File: config.mk
export PLATFORM = sky130hd
export DESIGN_NAME = ae_window_integrator
export DESIGN_NICKNAME = d
export VERILOG_FILES = /design/src/rtl/ae_pkg.sv /design/src/rtl/ae_pos_counter.sv /design/src/rtl/ae_window_regs.sv /design/src/rtl/ae_accum.sv /design/src/rtl/ae_window_integrator.sv
export SDC_FILE = /design/constraint.sdc
export NUM_CORES = 1
export LEC_CHECK = 0
export ABC_AREA = 1
export BUFFER_PORTS_ARGS = -buffer_cell sky130_fd_sc_hd__buf_2
export CAP_MARGIN = 20
export CORE_ASPECT_RATIO = 1.5
export CORE_MARGIN = 2
export CORE_UTILIZATION = 35
export CTS_BUF_LIST = sky130_fd_sc_hd__clkbuf_16
export CTS_CLUSTER_DIAMETER = 120
export DETAILED_ROUTE_END_ITERATION = 10
export PLACE_DENSITY = 0.59
export SYNTH_ARGS = -nofsm -noshare
export SYNTH_HDL_FRONTEND = slang
export SYNTH_HIERARCHICAL = 1
export SYNTH_SLANG_ARGS = --single-unit
File: constraint.sdc
create_clock -name clk -period 3.56 [get_ports clk]
set_input_delay 0.712 -clock clk [delete_from_list [all_inputs] [get_ports clk]]
set_output_delay 0.712 -clock clk [all_outputs]
set_load 0.02 [all_outputs]
File: src/rtl/ae_pkg.sv
package ae_pkg;
  typedef enum logic [1:0] {
    BND_H_LO = 2'd0,
    BND_H_HI = 2'd1,
    BND_V_LO = 2'd2,
    BND_V_HI = 2'd3
  } bound_sel_e;

  // inclusive span membership; lo > hi yields an empty span
  function automatic logic span_hit(input int unsigned pos,
                                    input int unsigned lo,
                                    input int unsigned hi);
    return (pos >= lo) && (pos <= hi);
  endfunction
endpackage

File: src/rtl/ae_pos_counter.sv
module ae_pos_counter #(
  parameter int COORD_W = 10
) (
  input  logic               clk,
  input  logic               rst_n,
  input  logic               pix_valid,
  input  logic               hsync,
  input  logic               vsync,
  output logic [COORD_W-1:0] col,
  output logic [COORD_W-1:0] row,
  output logic               sample_take,
  output logic               rd_block
);
  localparam logic [COORD_W-1:0] CMAX = '1;

  assign sample_take = pix_valid && !hsync && !vsync;

  always_ff @(posedge clk or negedge rst_n) begin
    if (!rst_n) begin
      col      <= '0;
      row      <= '0;
      rd_block <= 1'b0;
    end else begin
      if (hsync || vsync)
        col <= '0;
      else if (sample_take && col != CMAX)
        col <= col + 1'b1;

      if (vsync)
        row <= '0;
      else if (hsync && row != CMAX)
        row <= row + 1'b1;

      if (vsync)
        rd_block <= 1'b1;
      else if (hsync)
        rd_block <= 1'b0;
    end
  end
endmodule

File: src/rtl/ae_window_regs.sv
module ae_window_regs #(
  parameter int NUM_WIN = 6,
  parameter int COORD_W = 10,
  parameter int ADDR_W  = 5
) (
  input  logic               clk,
  input  logic               rst_n,
  input  logic               cfg_we,
  input  logic [ADDR_W-1:0]  cfg_addr,
  input  logic [COORD_W-1:0] cfg_wdata,
  output logic [COORD_W-1:0] h_lo [NUM_WIN],
  output logic [COORD_W-1:0] h_hi [NUM_WIN],
  output logic [COORD_W-1:0] v_lo [NUM_WIN],
  output logic [COORD_W-1:0] v_hi [NUM_WIN],
  output logic [NUM_WIN-1:0] mask_a,
  output logic [NUM_WIN-1:0] mask_b
);
  import ae_pkg::*;
  localparam int MASK_BASE = NUM_WIN * 4;

  function automatic logic hit(input logic [ADDR_W-1:0] a, input int target);
    return a == ADDR_W'(target);
  endfunction

  for (genvar w = 0; w < NUM_WIN; w++) begin : g_win
    always_ff @(posedge clk or negedge rst_n) begin
      if (!rst_n) begin
        h_lo[w] <= '0;
        h_hi[w] <= '0;
        v_lo[w] <= '0;
        v_hi[w] <= '0;
      end else if (cfg_we) begin
        if (hit(cfg_addr, w*4 + int'(BND_H_LO))) h_lo[w] <= cfg_wdata;
        if (hit(cfg_addr, w*4 + int'(BND_H_HI))) h_hi[w] <= cfg_wdata;
        if (hit(cfg_addr, w*4 + int'(BND_V_LO))) v_lo[w] <= cfg_wdata;
        if (hit(cfg_addr, w*4 + int'(BND_V_HI))) v_hi[w] <= cfg_wdata;
      end
    end
  end

  always_ff @(posedge clk or negedge rst_n) begin
    if (!rst_n) begin
      mask_a <= '0;
      mask_b <= '0;
    end else if (cfg_we) begin
      if (hit(cfg_addr, MASK_BASE))     mask_a <= cfg_wdata[NUM_WIN-1:0];
      if (hit(cfg_addr, MASK_BASE + 1)) mask_b <= cfg_wdata[NUM_WIN-1:0];
    end
  end
endmodule

File: src/rtl/ae_accum.sv
module ae_accum #(
  parameter int DATA_W = 10,
  parameter int ACC_W  = 28
) (
  input  logic              clk,
  input  logic              rst_n,
  input  logic              field_end,
  input  logic              add_en,
  input  logic [DATA_W-1:0] sample,
  output logic [ACC_W-1:0]  sum,
  output logic [ACC_W-1:0]  held
);
  always_ff @(posedge clk or negedge rst_n) begin
    if (!rst_n) begin
      sum  <= '0;
      held <= '0;
    end else if (field_end) begin
      held <= sum;
      sum  <= '0;
    end else if (add_en) begin
      sum <= sum + ACC_W'(sample);
    end
  end
endmodule

File: src/rtl/ae_window_integrator.sv
module ae_window_integrator #(
  parameter int NUM_WIN = 6,
  parameter int COORD_W = 10,
  parameter int DATA_W  = 10,
  parameter int ACC_W   = 28,
  parameter int ADDR_W  = $clog2(NUM_WIN * 4 + 2),
  parameter int SEL_W   = $clog2(NUM_WIN + 1)
) (
  input  logic               clk,
  input  logic               rst_n,
  input  logic               pix_valid,
  input  logic               hsync,
  input  logic               vsync,
  input  logic [DATA_W-1:0]  pix_data,
  input  logic               cfg_we,
  input  logic [ADDR_W-1:0]  cfg_addr,
  input  logic [COORD_W-1:0] cfg_wdata,
  input  logic [SEL_W-1:0]   rd_sel,
  output logic [ACC_W-1:0]   rd_data,
  output logic               rd_block,
  output logic [1:0]         win_pulse
);
  import ae_pkg::*;

  logic [COORD_W-1:0] col, row;
  logic               sample_take;
  logic               field_end;
  logic [COORD_W-1:0] h_lo [NUM_WIN];
  logic [COORD_W-1:0] h_hi [NUM_WIN];
  logic [COORD_W-1:0] v_lo [NUM_WIN];
  logic [COORD_W-1:0] v_hi [NUM_WIN];
  logic [NUM_WIN-1:0] mask_a, mask_b;
  logic [NUM_WIN-1:0] in_win;
  logic [ACC_W-1:0]   acc_sum  [NUM_WIN];
  logic [ACC_W-1:0]   acc_held [NUM_WIN];
  logic [NUM_WIN*ACC_W-1:0] acc_flat;

  assign field_end = vsync;

  ae_pos_counter #(.COORD_W(COORD_W)) u_pos (
    .clk, .rst_n, .pix_valid, .hsync, .vsync,
    .col, .row, .sample_take, .rd_block
  );

  ae_window_regs #(.NUM_WIN(NUM_WIN), .COORD_W(COORD_W), .ADDR_W(ADDR_W)) u_regs (
    .clk, .rst_n, .cfg_we, .cfg_addr, .cfg_wdata,
    .h_lo, .h_hi, .v_lo, .v_hi, .mask_a, .mask_b
  );

  for (genvar w = 0; w < NUM_WIN; w++) begin : g_acc
    assign in_win[w] = span_hit(32'(col), 32'(h_lo[w]), 32'(h_hi[w])) &&
                       span_hit(32'(row), 32'(v_lo[w]), 32'(v_hi[w]));

    ae_accum #(.DATA_W(DATA_W), .ACC_W(ACC_W)) u_acc (
      .clk, .rst_n,
      .field_end,
      .add_en (sample_take && in_win[w]),
      .sample (pix_data),
      .sum    (acc_sum[w]),
      .held   (acc_held[w])
    );

    assign acc_flat[w*ACC_W +: ACC_W] = acc_sum[w];
  end

  assign win_pulse[0] = sample_take && |(mask_a & in_win);
  assign win_pulse[1] = sample_take && |(mask_b & in_win);

  always_comb begin
    rd_data = '0;
    for (int i = 0; i < NUM_WIN; i++)
      if (rd_sel == SEL_W'(i)) rd_data = acc_held[i];
  end
endmodule

## After elaboration in Yosys (flattened, before gate mapping)

Index checks and enable logic that the tools add are counted.

- Register bits: 609
- Input bits: 34
- Output and inout port bits: 31
- Logic and storage cells: 203

- Add/subtract/negate cells: 8
- Order comparisons: 24
- Eq/ne operators: 32
- Muxes and demuxes: 24
- Bitwise gates (word level): 2
- Reductions and logical operators: 72

Operators by type and width:

| kind | count |
|---|---|
| $mux 28 | 18 |
| $add 28x10->28 | 6 |
| $ge 10x10->1 | 12 |
| $le 10x10->1 | 12 |
| $reduce_and 2->1 | 26 |
| $eq 5x5->1 const B | 10 |
| $eq 5x4->1 const B | 8 |
| $mux 10 | 4 |
| $logic_and 1x1->1 | 30 |
| $add 10x1->10 const B | 2 |
| $eq 5x3->1 const B | 4 |
| $ne 10x10->1 const B | 2 |
| $reduce_bool 2->1 | 9 |
| $and 6x6->6 | 2 |
| $reduce_or 6->1 | 2 |
| $eq 5x2->1 const B | 2 |
| $eq 3x2->1 const B | 2 |
| $eq 3x3->1 const B | 2 |
| $eq 5x1->1 const B | 1 |
| $logic_not 5->1 | 1 |
| $eq 3x1->1 const B | 1 |
| $logic_not 3->1 | 1 |
| $logic_not 1->1 | 2 |
| $mux 1 | 2 |
| $logic_or 1x1->1 | 1 |

## Logic depth before layout (Yosys ltp)

Gate-level depths: netlist of run 1.

- Depth in word-level cells: 7
- Depth in mapped cells: 20
- Depth with buffers taken out: 19

## Modules after synthesis

Netlist of run 1, hierarchy kept.

By module, submodules not included:

| module | times used | cells an instance | area each (µm²) | seq. area each (µm²) |
|---|---|---|---|---|
| ae_window_regs | 1 | 1,146 | 10,177.3 | 6,306.0 |
| ae_accum at g_acc[1].u_acc ... | 3 | 414 | 3,146.8 | 1,401.3 |
| ae_window_integrator | 1 | 1,381 | 8,047.7 | 0.0 |
| ae_accum at g_acc[4].u_acc ... | 2 | 416 | 3,151.8 | 1,401.3 |
| ae_accum at g_acc[0].u_acc | 1 | 416 | 3,198.1 | 1,401.3 |
| ae_pos_counter | 1 | 172 | 1,252.5 | 525.5 |

## Worst setup path after synthesis of run 1

No wires, ideal clock.

- Kind: register to output
- From: register u_pos.col[7]
- To: output win_pulse[0]
- Arrival: 1.877 ns
- Data required time: 2.848 ns
- Slack: 0.971 ns
- Cell stages (with the launch flop): 13
- Buffers on the path: 0
- Cells stage by stage: dfrtp_1 -> ha_1 -> a21oi_1 -> nor2_1 -> nor2_1 -> nand3_1 -> nand2_1 -> nand2_1 -> nor2_1 -> nand2_1 -> nand3_1 -> nor2_1 -> nor2_1

- Longest elaborated chain between the ends: 6

Ends and longest elaborated chain:

| what | RTL line | source |
|---|---|---|
| start, declared | ae_pos_counter.sv:9 | `output logic [COORD_W-1:0] col,` |
| start signal, assigned | ae_pos_counter.sv:27 | `col <= col + 1'b1;` |
| $ge 10x10->1 / $le 10x10->1 (equally long branches) | ae_pkg.sv:13 | `return (pos >= lo) && (pos <= hi);` |
| $logic_and 1x1->1 | ae_pkg.sv:13 |  |
| $logic_and 1x1->1 | ae_window_integrator.sv:51 | `assign in_win[w] = span_hit(32'(col), 32'(h_lo[w]), 32'(h_hi[w])) &&` |
| $and 6x6->6 (*) | ae_window_integrator.sv:66 | `assign win_pulse[0] = sample_take && \|(mask_a & in_win);` |
| $reduce_or 6->1 (*) | ae_window_integrator.sv:66 |  |
| $logic_and 1x1->1 (*) | ae_window_integrator.sv:66 |  |
| end, declared | ae_window_integrator.sv:21 | `output logic [1:0] win_pulse` |

Mark *: on every way between the ends. The rest lies on a longest branch, timed or not.

## Worst setup path in the final report of run 1

- From: register u_pos.row[0]
- To: output win_pulse[1]

- Longest elaborated chain between the ends: 6

Ends and longest elaborated chain:

| what | RTL line | source |
|---|---|---|
| start, declared | ae_pos_counter.sv:10 | `output logic [COORD_W-1:0] row,` |
| start signal, assigned | ae_pos_counter.sv:32 | `row <= row + 1'b1;` |
| $ge 10x10->1 / $le 10x10->1 (equally long branches) | ae_pkg.sv:13 |  |
| $logic_and 1x1->1 | ae_pkg.sv:13 |  |
| $logic_and 1x1->1 | ae_window_integrator.sv:51 |  |
| $and 6x6->6 (*) | ae_window_integrator.sv:67 | `assign win_pulse[1] = sample_take && \|(mask_b & in_win);` |
| $reduce_or 6->1 (*) | ae_window_integrator.sv:67 |  |
| $logic_and 1x1->1 (*) | ae_window_integrator.sv:67 |  |

Marked as above.

==> results of run 1 <==
==> registers in the layout (all words and copies together), names as in the netlist <==
register and cells:
u_regs/v_lo 60, u_pos/row 10, u_regs/h_hi 60, g_acc.u_acc/sum 168, g_acc.u_acc/held 168, u_pos/col 10, u_pos/rd_block 1, u_regs/mask_a 6
u_regs/mask_b 6, u_regs/v_hi 60, u_regs/h_lo 60
==> final cells by class <==
class                           instances  area share
Clock inverter                         49     0.00717
Inverter                              633      0.0540
Tap cell                             1425      0.0402
Multi-Input combinational cell       3761       0.471
Clock buffer                           70      0.0395
Sequential cell                       609       0.345
Timing Repair Buffer                  208      0.0440
==> power groups by stage <==
stage / Clock [mW] / Combinational, mW / Sequential, mW
5_1_grt: 7.24 / 3.53 / 7.83
3_3_place_gp: 0 / 2.69 / 7.87
6_report: 6.83 / 3.10 / 7.77
4_1_cts: 7.01 / 2.96 / 7.77
3_5_place_dp: 0 / 2.75 / 7.88
2_1_floorplan: 0 / 1.91 / 7.80
==> cells in the mapped netlist (23+ instances only) <==
cell type / count
dfrtp_1: 609
nand3_1: 615
a21oi_1: 162
nand2_1: 1731
inv_1: 581
nor2_1: 313
nor2_2: 23
nand2_2: 41
nor3_1: 33
xnor2_1: 36
inv_2: 36
ha_1: 302
clkbuf_1: 91
o21ai_0: 154
nand3_2: 52
nand4_1: 110
buf_2: 54
==> critical path: cells and delay by family, from the launching register on <==
family	cells	cell delay (ns)
flip-flops	1	0.46
AND/OR/NAND/NOR	9	0.99
buffers and inverters	4	0.49
adder cells (fa/ha/maj)	1	0.24
==> worst paths after layout <==
check	to	depth (start not counted)	slack [ns]
worst min-delay path	u_regs/v_hi[28]	2	0.47
worst max register to register	g_acc[5].u_acc/sum[25]	15	0.44
max in group asynchronous	u_regs/h_lo[52]	4	1.93
worst min register to register	u_regs/v_hi[28]	2	0.47
worst max-delay path	win_pulse[1]	14	-0.02
min in group asynchronous	g_acc[1].u_acc/held[3]	2	0.58
==> logic make-up after synthesis <==
| group | Yosys count | synth area share |
|---|---|---|
| buffers and inverters | 819 | 0.0861 |
| adders and majority gates | 308 | 0.101 |
| and+or+nand+nor | 2995 | 0.345 |
| AOI/OAI and AO/OA | 407 | 0.0593 |
| DFF | 609 | 0.397 |
| xor gates and xnor gates | 51 | 0.0116 |
==> per-layer routing <==
metal	wire (um)	vias to the layer above
li1	-	16837
met1	49000	16260
met2	62200	787
met3	4830	249
met4	6150	0
met5	0	-
==> what timing repair did <==
item                       CTS  global route
pin swaps                   62            47
hold buffers                 1             0
gates cloned                 3             0
gates resized for setup    151            65
setup buffers               35             7
hold endpoints to repair    37             0
setup endpoints to repair    2             2
==> metrics by stage <==
stage,TNS [ns],instance area [sq um],instances,setup slack [ns]
after global placement,0,40600,6588,0.226
after global routing,-0.212,44300,6755,-0.116
after CTS,0,43800,6745,0.000733
final,-0.0204,44300,6755,-0.0204
after detailed placement,0,40600,6588,0.206
after floorplan,0,38400,5189,0.971
==> impl_metrics.py, run 1 <==
metrics = {
    "placed_design": {
        "place.port_buffers": 64,
        "place_congestion": 0.928,
        "dp_hpwl_mm": 84.3,
    },
    "sta": {
        "final_max_slew_viol_count": 0,
        "hold_viol_final": 0,
        "hold-worst-slack_ns": 0.469,
        "final.period_utilization": 1.01,
        "fmax_mhz": 279,
        "layout_setup_ws_ns": -0.0204,
        "relSlewSlack": 0.281,
        "rsz0062_at_grt": "yes",
        "tightest_slew_ns": 1.08,
        "finClkSkew_ns": 0.0465,
        "fin_crit_ns": 3.58,
        "setup_violations": 1,
    },
    "power": {
        "power.density_nw_per_um2": 399,
        "p_sw_mw": 5.45,
        "p_seq_frac": 0.439,
        "p_leak_nw": 22.8,
        "ir_drop_v": 0.000401,
        "clockPowerShare": 0.386,
        "p_comb_frac": 0.175,
        "p_total_mw": 17.7,
        "swShare": 0.308,
        "cell_internal_pwr_mw": 12.3,
    },
    "global_routing": {
        "top_usage_layer": "met2",
        "grt_overflow": 0,
        "grt_pass1_wl_mm": 190,
        "grt_max_degree": 100,
        "met2_usage": 0.390,
        "antenna_found_initial": 0,
        "grtUsageMet1": 0.253,
        "grt_pass1_vias": 33622,
        "track_usage": 0.217,
        "grt_use_met3": 0.0246,
    },
    "min_path": {
        "hp-class": "flop to flop",
        "min_from": "u_regs/v_hi[28]",
    },
    "synthesis": {
        "ys_types": 47,
        "synthTopCellsByArea": "dfrtp_1, nand2_1, ha_1",
        "synthCells": 5189,
        "syn_area_sq_um": 38400,
        "synth-seq-area-share": 0.397,
        "yosysTopAreaCell": "dfrtp_1",
        "synth_edf_count": 0,
        "synthFlopType": "dfrtp_1",
        "ys_warn_count": 6,
        "synth_seq_cells": 609,
        "synth.net_count": 5531,
        "synthArstFlopShare": 1.00,
        "synth.avg_cell_area_sq_um": 7.40,
        "yosys.area.top_type_share": 0.397,
    },
    "detailed_routing": {
        "drc": 0,
        "vias_per_cell": 5.05,
        "first_pass_iters": 8,
        "drt-total-wl_mm": 122,
        "ant_nets": 0,
        "routedWlPerCell_um": 18.1,
        "drtIter0Drc": 2425,
        "via_count": 34133,
    },
    "cells_and_area": {
        "final_cell_mix": "nand2_1, nand3_1, dfrtp_1",
        "drive_above_1_share": 0.129,
        "multi_input_area_sq_um": 20900,
        "fillers": 11134,
        "nets": 5622,
        "antennaDiodeCount": 0,
        "final_common_cell": "nand2_1",
        "area_growth_pct": 15.4,
        "regArea_sq_um": 15300,
        "utilization": 0.408,
    },
    "worst_setup_path": {
        "crit_top_cell": "nand3_1",
        "crit_slowest_cell": "dfrtp_2",
        "cpPeakStageDelay_ns": 0.46,
        "cp-start-kind": "flop",
        "cp_data_arrival_time_ns": 2.87,
        "crit_chain": "inv_4, buf_8, ha_1, nand2_1, nor2_1, nand3_1, nand4_1, nand2_2, inv_2, nand3_1, nand3_1, nor2_2, nor2_4, buf_6",
        "cp.required_ns": 2.85,
        "startpoint": "u_pos/row[0]",
        "end_kind": "output pin",
        "worst-path-max-fanout": 7,
        "r2r-start": "u_pos/col[9]",
        "crit_type": "flop to output pin",
    },
    "outcome": {
        "violations": "negative setup slack",
        "status": "complete, but fails checks",
    },
    "clocking": {
        "cts-root-buf": "clkbuf_16",
        "cts_made_buffers": 67,
        "clk_latency_ns": 0.66,
        "cts_tree": "done",
        "htreeDepth": 3,
        "cts.sinks": 609,
        "clkTransAtPathRegs_ns": 0.06,
        "clk_path_buf_depth": 3,
    },
    "die": {
        "die_area_sq_um": 112000,
        "row_count": 148,
        "fp.dieH_um": 410,
        "io_pins": 65,
        "start_util": 0.353,
        "die_width_um": 275,
        "core_area_sq_um": 109000,
    },
    "flow_run": {
        "maxCapViolCount": 0,
    },
}
No activity file was read; power rests on OpenSTA's default activity.
==> run 2: changes to the inputs <==
Clock period 3.56 ns to 4.6 ns, I/O delays scaled along.
==> run 2 against run 1 <==
The run now ends clean. First-iteration DRC count up 2.6%. Sequential share of layout area rose by 1.3 points. Worst setup slack better by 0.23 ns. Die area stayed put. Via count shrank 0.65%. Critical path type unchanged.
==> impl_metrics.py, run 2 (same netlist as run 1, synthesis figures left out) <==
metrics = {
    "global_routing": {
        "met2_usage": 0.389,
        "grt_max_degree": 106,
        "grt_pass1_wl_mm": 189,
        "track_usage": 0.217,
        "top_usage_layer": "met2",
        "grt_overflow": 0,
        "grt_pass1_vias": 33004,
        "antenna_found_initial": 0,
        "grtUsageMet1": 0.250,
        "grt_use_met3": 0.0243,
    },
    "cells_and_area": {
        "finalNonFillerCells": 6690,
        "area_growth_pct": 10.9,
        "final_cell_mix": "nand2_1, nand3_1, dfrtp_1",
        "antennaDiodeCount": 0,
        "final_common_cell": "nand2_1",
        "final_cell_area_sq_um": 42600,
        "fillers": 11269,
        "drive_above_1_share": 0.0904,
        "largest_registers": "g_acc.u_acc/held: 168 flops, g_acc.u_acc/sum: 168 flops",
        "nets": 5556,
    },
    "die": {
        "core_area_sq_um": 109000,
        "die_area_sq_um": 112000,
        "row_count": 148,
        "io_pins": 65,
        "fp.dieH_um": 410,
        "start_util": 0.353,
        "die_width_um": 275,
    },
    "placed_design": {
        "placed_cells": 6563,
        "placed_area_sq_um": 40300,
        "pre_cts_slack_ns": 0.899,
        "dp_hpwl_mm": 86.7,
        "place_congestion": 0.955,
        "place.port_buffers": 64,
    },
    "power": {
        "swShare": 0.297,
        "p_total_mw": 13.6,
        "ir_drop_v": 0.000266,
        "p_seq_frac": 0.443,
        "cell_internal_pwr_mw": 9.54,
        "p_leak_nw": 22.4,
        "clockPowerShare": 0.404,
        "p_sw_mw": 4.02,
        "power.density_nw_per_um2": 318,
        "p_comb_frac": 0.153,
    },
    "sta": {
        "tightest_slew_ns": 1.05,
        "final.period_utilization": 0.954,
        "rsz0062_at_grt": "no",
        "setup_violations": 0,
        "final_max_slew_viol_count": 0,
        "layout_setup_ws_ns": 0.210,
        "hold_viol_final": 0,
        "setup_tns_ns": 0,
        "relSlewSlack": 0.296,
        "fin_crit_ns": 4.39,
        "finClkSkew_ns": 0.0381,
        "fmax_mhz": 228,
    },
    "detailed_routing": {
        "via_count": 33911,
        "drc": 0,
        "first_pass_iters": 5,
        "vias_per_cell": 5.07,
        "ant_nets": 0,
        "drtIter0Drc": 2487,
        "drt-total-wl_mm": 122,
        "routedWlPerCell_um": 18.2,
    },
    "clocking": {
        "clkTransAtPathRegs_ns": 0.06,
        "post_cts_buffers": 0,
        "clk_path_buf_depth": 3,
        "cts_hold_buf": 0,
        "clk_latency_ns": 0.67,
        "cts_made_buffers": 70,
        "cts_tree": "done",
        "cts_resized": 0,
        "cts.sinks": 609,
        "htreeDepth": 3,
        "cts-root-buf": "clkbuf_16",
    },
    "worst_setup_path": {
        "worst-path-max-fanout": 15,
        "end_kind": "output pin",
        "cp_data_arrival_time_ns": 3.47,
        "startpoint": "u_pos/row[1]",
        "cp.required_ns": 3.68,
        "cp-start-kind": "flop",
        "r2r-start": "u_pos/row[7]",
        "reg2reg_to": "g_acc[1].u_acc/sum[2]",
        "worstSetupEndpoint": "win_pulse[1]",
        "rrSetupSlack_ns": 0.89,
        "worst_r2r_path_depth": 14,
        "crit_type": "flop to output pin",
    },
    "outcome": {
        "status": "complete, no violations",
    },
    "flow_run": {
        "maxCapViolCount": 0,
    },
    "min_path": {
        "hp-class": "input pin to asynchronous set/reset pin",
    },
}
-- run 2: worst max-delay path, stage by stage (launching register included) --
cell and delay, ns:
dfrtp_1 0.98, ha_1 0.39, inv_1 0.06, o21bai_1 0.06
nand3_1 0.07, nand3_1 0.09, nand2_1 0.13, nand2_1 0.15
nor2_1 0.25, nand2_1 0.09, nand3_1 0.08, nor2_1 0.04
nor2_1 0.20, buf_2 0.21
-- run 2: how the worst min path moves through the flow --
stage | slack, ns | start | end
4_1_cts | 0.35 | rst_n | g_acc[2].u_acc/held[3]
5_1_grt | 0.38 | rst_n | u_pos/row[4]
3_5_place_dp | 0.46 | u_regs/v_lo[34] | u_regs/v_lo[34]
2_1_floorplan | 0.44 | u_regs/h_hi[11] | u_regs/h_hi[11]
3_3_place_gp | 0.45 | u_regs/v_lo[33] | u_regs/v_lo[33]
6_report | 0.31 | rst_n | g_acc[2].u_acc/held[2]
-- run 2: cell type report --
| cell class | instances | area, sq um | area share |
|---|---|---|---|
| Multi-Input combinational cell | 3761 | 19900 | 0.467 |
| Timing Repair Buffer | 139 | 1090 | 0.0256 |
| Clock inverter | 51 | 392 | 0.00919 |
| Tap cell | 1425 | 1780 | 0.0418 |
| Inverter | 633 | 2390 | 0.0560 |
| Clock buffer | 72 | 1800 | 0.0423 |
| Sequential cell | 609 | 15200 | 0.358 |
-- run 2: power by group through the flow --
stage | Clock [mW] | Combinational (mW) | Sequential, mW
3_5_place_dp | 0 | 2.08 | 6.10
2_1_floorplan | 0 | 1.48 | 6.04
4_1_cts | 5.60 | 2.09 | 6.01
3_3_place_gp | 0 | 2.02 | 6.09
6_report | 5.48 | 2.07 | 6.01
5_1_grt | 5.80 | 2.42 | 6.06
-- run 2: metrics by stage --
stage,hold WS (ns),util
after floorplan,0.442,-
after global placement,0.453,0.371
after detailed placement,0.458,0.371
after CTS,0.349,0.391
after global routing,0.377,0.392
final,0.311,0.392
-- run 2: metal layers --
| metal | up-vias | wire (um) |
|---|---|---|
| met1 | 16167 | 48300 |
| met5 | - | 0 |
| li1 | 16701 | - |
| met2 | 778 | 61400 |
| met3 | 265 | 4670 |
| met4 | 0 | 7080 |
